## src/rtl/beat_seq_pkg.sv

```systemverilog
package beat_seq_pkg;

   localparam logic [1:0] SZ_SINGLE = 2'b00;
   localparam logic [1:0] SZ_DOUBLE = 2'b01;
   localparam logic [1:0] SZ_BURST  = 2'b10;

   typedef enum logic {
      ST_IDLE = 1'b0,
      ST_BUSY = 1'b1
   } seq_state_e;

endpackage

```

## src/rtl/beat_plan.sv

```systemverilog
module beat_plan #(
   parameter int BURST_DW = 4,
   localparam int MAX_BEATS = BURST_DW * 2,
   localparam int BW = $clog2(MAX_BEATS)
) (
   input  logic [1:0]    size,
   input  logic          narrow,
   input  logic [BW-1:0] beat,
   output logic          last,
   output logic          ack
);
   import beat_seq_pkg::*;

   logic [BW:0] dwords;
   logic [BW:0] total;
   logic        burst;
   logic        dw_end;

   always_comb begin
      burst = size[1];
      if (burst)                 dwords = (BW+1)'(BURST_DW);
      else if (size == SZ_DOUBLE) dwords = (BW+1)'(2);
      else                       dwords = (BW+1)'(1);
      total  = narrow ? (dwords << 1) : dwords;
      last   = (({1'b0, beat} + (BW+1)'(1)) == total);
      dw_end = narrow ? beat[0] : 1'b1;
      ack    = last | (burst & dw_end);
   end

endmodule

```

## src/rtl/bus_monitor.sv

```systemverilog
module bus_monitor #(
   parameter int TIMEOUT_CYC = 16,
   localparam int CW = $clog2(TIMEOUT_CYC)
) (
   input  logic clk,
   input  logic rst_n,
   input  logic run,
   input  logic kick,
   output logic expire
);
   logic [CW-1:0] cnt_q;

   assign expire = run & ~kick & (cnt_q == CW'(TIMEOUT_CYC - 1));

   always_ff @(posedge clk or negedge rst_n) begin
      if (!rst_n)            cnt_q <= '0;
      else if (!run || kick || expire) cnt_q <= '0;
      else                   cnt_q <= cnt_q + CW'(1);
   end

endmodule

```

## src/rtl/lane_parity.sv

```systemverilog
module lane_parity #(
   parameter int DATA_W  = 64,
   parameter bit REG_OUT = 1'b1,
   localparam int LANES  = DATA_W / 8
) (
   input  logic              clk,
   input  logic              rst_n,
   input  logic              load,
   input  logic [DATA_W-1:0] d_next,
   input  logic [DATA_W-1:0] d_cur,
   output logic [LANES-1:0]  dp
);
   function automatic logic [LANES-1:0] odd_par(input logic [DATA_W-1:0] d);
      logic [LANES-1:0] p;
      for (int n = 0; n < LANES; n++) p[n] = ~(^d[8*n +: 8]);
      return p;
   endfunction

   generate
      if (REG_OUT) begin : g_reg
         logic [LANES-1:0] dp_q;
         always_ff @(posedge clk or negedge rst_n) begin
            if (!rst_n)    dp_q <= {LANES{1'b1}};
            else if (load) dp_q <= odd_par(d_next);
         end
         assign dp = dp_q;
      end else begin : g_comb
         logic unused_ok;
         assign unused_ok = &{1'b0, clk, rst_n, load, d_next};
         assign dp = odd_par(d_cur);
      end
   endgenerate

endmodule

```

## src/rtl/beat_seq_top.sv

```systemverilog
module beat_seq_top #(
   parameter int DATA_W      = 64,
   parameter int BURST_DW    = 4,
   parameter int TIMEOUT_CYC = 16,
   parameter bit REG_PARITY  = 1'b1,
   localparam int LANES      = DATA_W / 8,
   localparam int BW         = $clog2(BURST_DW * 2)
) (
   input  logic              clk,
   input  logic              rst_n,
   input  logic              req_valid,
   input  logic [1:0]        req_size,
   input  logic              req_narrow,
   input  logic              mem_ready,
   input  logic [DATA_W-1:0] mem_rdata,
   output logic              bus_dval,
   output logic              bus_ta,
   output logic              bus_tea,
   output logic [DATA_W-1:0] bus_data,
   output logic [LANES-1:0]  bus_dp
);
   import beat_seq_pkg::*;

   generate
      if (DATA_W % 16 != 0) begin : g_bad_width
         $error("DATA_W must be a multiple of 16");
      end
      if (TIMEOUT_CYC < 2) begin : g_bad_timeout
         $error("TIMEOUT_CYC must be at least 2");
      end
      if (BURST_DW < 2) begin : g_bad_burst
         $error("BURST_DW must be at least 2");
      end
   endgenerate

   seq_state_e        state_q;
   logic [1:0]        size_q;
   logic              narrow_q;
   logic [BW-1:0]     beat_q;
   logic              dval_q, ta_q, tea_q;
   logic [DATA_W-1:0] data_q;
   logic              busy, last, ack, expire, take;

   assign busy = (state_q == ST_BUSY);
   assign take = busy & mem_ready;

   beat_plan #(.BURST_DW(BURST_DW)) u_plan (
      .size   (size_q),
      .narrow (narrow_q),
      .beat   (beat_q),
      .last   (last),
      .ack    (ack)
   );

   bus_monitor #(.TIMEOUT_CYC(TIMEOUT_CYC)) u_mon (
      .clk    (clk),
      .rst_n  (rst_n),
      .run    (busy),
      .kick   (mem_ready),
      .expire (expire)
   );

   lane_parity #(.DATA_W(DATA_W), .REG_OUT(REG_PARITY)) u_par (
      .clk    (clk),
      .rst_n  (rst_n),
      .load   (take),
      .d_next (mem_rdata),
      .d_cur  (data_q),
      .dp     (bus_dp)
   );

   always_ff @(posedge clk or negedge rst_n) begin
      if (!rst_n) begin
         state_q  <= ST_IDLE;
         size_q   <= SZ_SINGLE;
         narrow_q <= 1'b0;
         beat_q   <= '0;
         dval_q   <= 1'b0;
         ta_q     <= 1'b0;
         tea_q    <= 1'b0;
         data_q   <= '0;
      end else begin
         dval_q <= 1'b0;
         ta_q   <= 1'b0;
         tea_q  <= 1'b0;
         case (state_q)
            ST_IDLE: begin
               if (req_valid) begin
                  size_q   <= req_size;
                  narrow_q <= req_narrow;
                  beat_q   <= '0;
                  state_q  <= ST_BUSY;
               end
            end
            default: begin
               if (mem_ready) begin
                  dval_q <= 1'b1;
                  ta_q   <= ack;
                  data_q <= mem_rdata;
                  if (last) state_q <= ST_IDLE;
                  else      beat_q  <= beat_q + BW'(1);
               end else if (expire) begin
                  tea_q   <= 1'b1;
                  state_q <= ST_IDLE;
               end
            end
         endcase
      end
   end

   assign bus_dval = dval_q;
   assign bus_ta   = ta_q;
   assign bus_tea  = tea_q;
   assign bus_data = data_q;

   // termination never without a valid beat
   p_ta_with_dval_r3: assert property (@(posedge clk) disable iff (!rst_n)
      bus_ta |-> bus_dval);

   // error and acknowledge mutually exclusive
   p_ta_tea_excl_r8: assert property (@(posedge clk) disable iff (!rst_n)
      !(bus_ta && bus_tea));

   // a beat strobe follows a ready cycle while busy
   p_dval_after_ready_r6: assert property (@(posedge clk) disable iff (!rst_n)
      $rose(bus_dval) |-> $past(mem_ready) && $past(busy));

   // an error strobe follows a busy cycle without ready
   p_tea_after_stall_r7: assert property (@(posedge clk) disable iff (!rst_n)
      bus_tea |-> $past(busy) && !$past(mem_ready));

   // after an error the sequencer sits idle
   p_idle_after_tea_r7: assert property (@(posedge clk) disable iff (!rst_n)
      bus_tea |-> !busy);

   // a busy cycle without ready or timeout keeps the beat index
   p_beat_hold_r9: assert property (@(posedge clk) disable iff (!rst_n)
      busy && !mem_ready && !expire |=> busy && $stable(beat_q));

endmodule

```

## config.mk

```make
export PLATFORM = sky130hd
export DESIGN_NAME = beat_seq_top
export DESIGN_NICKNAME = d
export VERILOG_FILES = /design/src/rtl/beat_seq_pkg.sv /design/src/rtl/beat_plan.sv /design/src/rtl/bus_monitor.sv /design/src/rtl/lane_parity.sv /design/src/rtl/beat_seq_top.sv
export SDC_FILE = /design/constraint.sdc
export NUM_CORES = 1
export LEC_CHECK = 0
export ABC_AREA = 0
export BUFFER_PORTS_ARGS = -buffer_cell sky130_fd_sc_hd__buf_2
export CORE_ASPECT_RATIO = 1.2
export CORE_UTILIZATION = 49
export DETAILED_ROUTE_END_ITERATION = 8
export HOLD_SLACK_MARGIN = 0.06
export PLACE_DENSITY = 0.86
export SLEW_MARGIN = 10
export SYNTH_ARGS = -nofsm -noshare
export SYNTH_HDL_FRONTEND = slang
export SYNTH_SLANG_ARGS = --single-unit
```

## constraint.sdc

```tcl
create_clock -name clk -period 2.3 [get_ports clk]
set_clock_uncertainty 0.2 [all_clocks]
set_input_delay 0.23 -clock clk [delete_from_list [all_inputs] [get_ports clk]]
set_output_delay 0.23 -clock clk [all_outputs]
set_load 0.005 [all_outputs]
```

==> summary.txt <==
Cells and area
  • Syn-to-layout area delta: 45.3%
  • Final cell count without fillers: 600
  • Register area: 2160 um2
  • Post-route cell area: 5630 um2
  • Multi-input logic area: 1660 um2
  • Layout cell share with drive strength beyond 1: 44.1%
  • # fillers: 502
  • Nets: 577
  • Antenna diodes: 0

Synthesis
  • Area share of the leading cell type in the synthesized netlist: 50.4%
  • Syn_nets: 360
  • Post-Syn Instances: 287
  • Cell Area, Synth: 3870 um2
  • Area contributors post-synth: dfrtp_1 50%, mux2_2 15%, xnor2_1 12%
  • Post-synth top cells: 78 x dfrtp_1, 52 x xnor2_1, 50 x mux2_2, 17 x mux2_1, 14 x nand2_1
  • Synth async-reset ratio: 100%
  • Most frequent cell after synthesis: dfrtp_1
  • Post-synthesis sequential area ratio: 55.8%
  • Synthesis Warnings: 0
  • Yosys cell types: 34
  • Synth Register Bits: 86
  • Number of synthesized flops with an enable pin: 0
  • Synth area leader: dfrtp_1
  • Ys flop type: dfrtp_1
  • Syn_area_per_cell: 13.5 um2

Detailed routing
  • DR iter-0 viols: 71
  • Via count: 3,015
  • DR WL/cell: 14.8 um
  • Drt pass-1 iters: 4
  • Antenna-violating nets left: 0
  • # DRC: 0
  • Final WL: 8.89 mm
  • Number of vias per cell: 5.03

Global routing
  • Initial antenna violation count: 0
  • Largest net degree at the start of global routing: 87
  • GRT Total Usage: 22.6%
  • Total gr overflow: 0
  • Global-route wire length before repair: 14.8 mm
  • Vias in the first global route: 3,243

Timing
  • Slew Viols, Final: 0
  • Final setup fails: 0
  • Period utilisation layout: 92.7%
  • Final setup TNS: 0 ps
  • Fin. Hold Viols: 0
  • Worst Tran Pin Value: 464 ps
  • Unrepaired setup endpoints after global routing: false
  • Slew headroom: 69.1%
  • Fmax: 0.469 GHz
  • Minimum hold slack: 197 ps
  • Tmin final: 2130 ps

Place
  • GP Congestion: 0.820
  • # port buffers: 145
  • Post-DP HPWL: 5.58 mm
  • Placed insts: 516
  • Dpl cell area: 4730 um2

Worst hold path
  • Type of the worst min-delay path: in -> reg
  • Hold_sp: req_valid
  • Hold Path Stages: 4
  • Hold endpoint: beat_q[1]

Pwr
  • P_leak: 2.60 nW
  • Power density cells: 1070 nW/um2
  • VDD IR max: 0.771 mV

Setup path
  • Critical R2R Capture: busy
  • Crit. End Element: flop
  • WP data arrival: 2140 ps
  • R2R cell count: 6
  • Crit path max fanout: 3
  • Critical path data required time: 2310 ps
  • CP Launch Type: flop
  • Reg-to-reg startpoint: beat_q[0]
  • Setup slack, reg-to-reg: 170 ps
  • CP Class: reg -> reg

Clocking
  • Clock buffer depth: 2
  • Post-cts resize count: 0
  • Worst-path clk slew: 70 ps
  • Clk Latency, worst-skew pair: 340 ps
  • CTS sink count: 86
  • TritonCTS clock tree: yes
  • Clk root buf: clkbuf_8
  • H-tree levels: 3
  • CTS buffer count: 9

Run status
  • Status: complete, no violations

Die
  • Initial cell density of the core: 50.5%
  • Die area: 8270 um2
  • IO Pins: 146
  • Chip width: 83.2 um
  • Core area: 7660 um2
  • Die Height: 99.4 um
  • Num rows: 35

Flow run
  • Total of max-cap violations: 0
-- what timing repair did --
item / CTS / global route
hold buffers: 69 / 0
hold endpoints to repair: 153 / 0
buffers inserted: 0 / 0
-- layer usage --
layer | track usage (%) | share of wire (%)
met2 | 42.1 | 55
met1 | 25.4 | 38
met3 | 4.15 | 4.9
met5 | 0 | 0
met4 | 9.68 | 2.2
-- critical path, stage by stage, from the launching register on --
cell and delay, ps:
dfrtp_1 390, ha_1 350, nand3b_1 170, a21oi_1 140, o31ai_1 120, a31o_2 300
or3b_1 350
-- cells in the final DEF (no fill, tap or decap), drive strengths merged, types with 3 or more instances in the layout --
master         n
buf          149
dfrtp         78
dlygate4sd3   69
mux2          67
xnor2         52
nand2         14
clkbuf        11
xor2          10
o21ai          9
dfstp          8
nor2           6
nand2b         3
mux2i          3
-- worst max path at each step --
| stage | startpoint | to | slack (ps) | depth (start not counted) |
|---|---|---|---|---|
| after floorplan | beat_q[0] | busy | 210 | 6 |
| after global placement | beat_q[0] | busy | 240 | 6 |
| after detailed placement | beat_q[0] | busy | 180 | 6 |
| after CTS | beat_q[1] | busy | 170 | 6 |
| after global routing | beat_q[0] | busy | 110 | 6 |
| final | beat_q[0] | busy | 170 | 6 |
-- cells by family after synthesis --
group / Yosys count / synth area share (%)
flops: 86 / 55.8
mux: 70 / 20.3
simple gates: 33 / 4.43
compound gates: 19 / 3.13
fa+ha+maj: 2 / 0.646
buf+inv: 15 / 1.52
xor+xnor: 62 / 14.2
-- stage by stage --
stage                     power (W)  util [%]  setup slack (ps)
after floorplan             0.00388         -               213
after global placement      0.00471      61.7               243
after detailed placement    0.00484      61.7               182
after CTS                   0.00607      73.4               172
after global routing        0.00643      73.4               105
final                       0.00603      73.4               169
-- area by class of cell --
cell class / count / area share (%)
multi-input combinational: 186 / 29.5
inverter: 3 / 0.200
clock inverter: 4 / 1.29
timing repair buffer: 218 / 26.2
clock buffer: 11 / 2.33
tap: 92 / 2.05
sequential: 86 / 38.4
-- sequential cells by signal, indices dropped and copies added (netlist names), 2 cells and up --
signal       cells
size_q           2
beat_q           3
u_mon.cnt_q      4
u_par.dp         8
bus_data        64
-- power breakdown --
group	internal [W]	total, W	switching [W]
Clock	0.000606	0.00111	0.000500
Combinational	0.00132	0.00236	0.00104
Sequential	0.00220	0.00257	0.000367
Note: power is estimated with default switching activity, not from simulation.
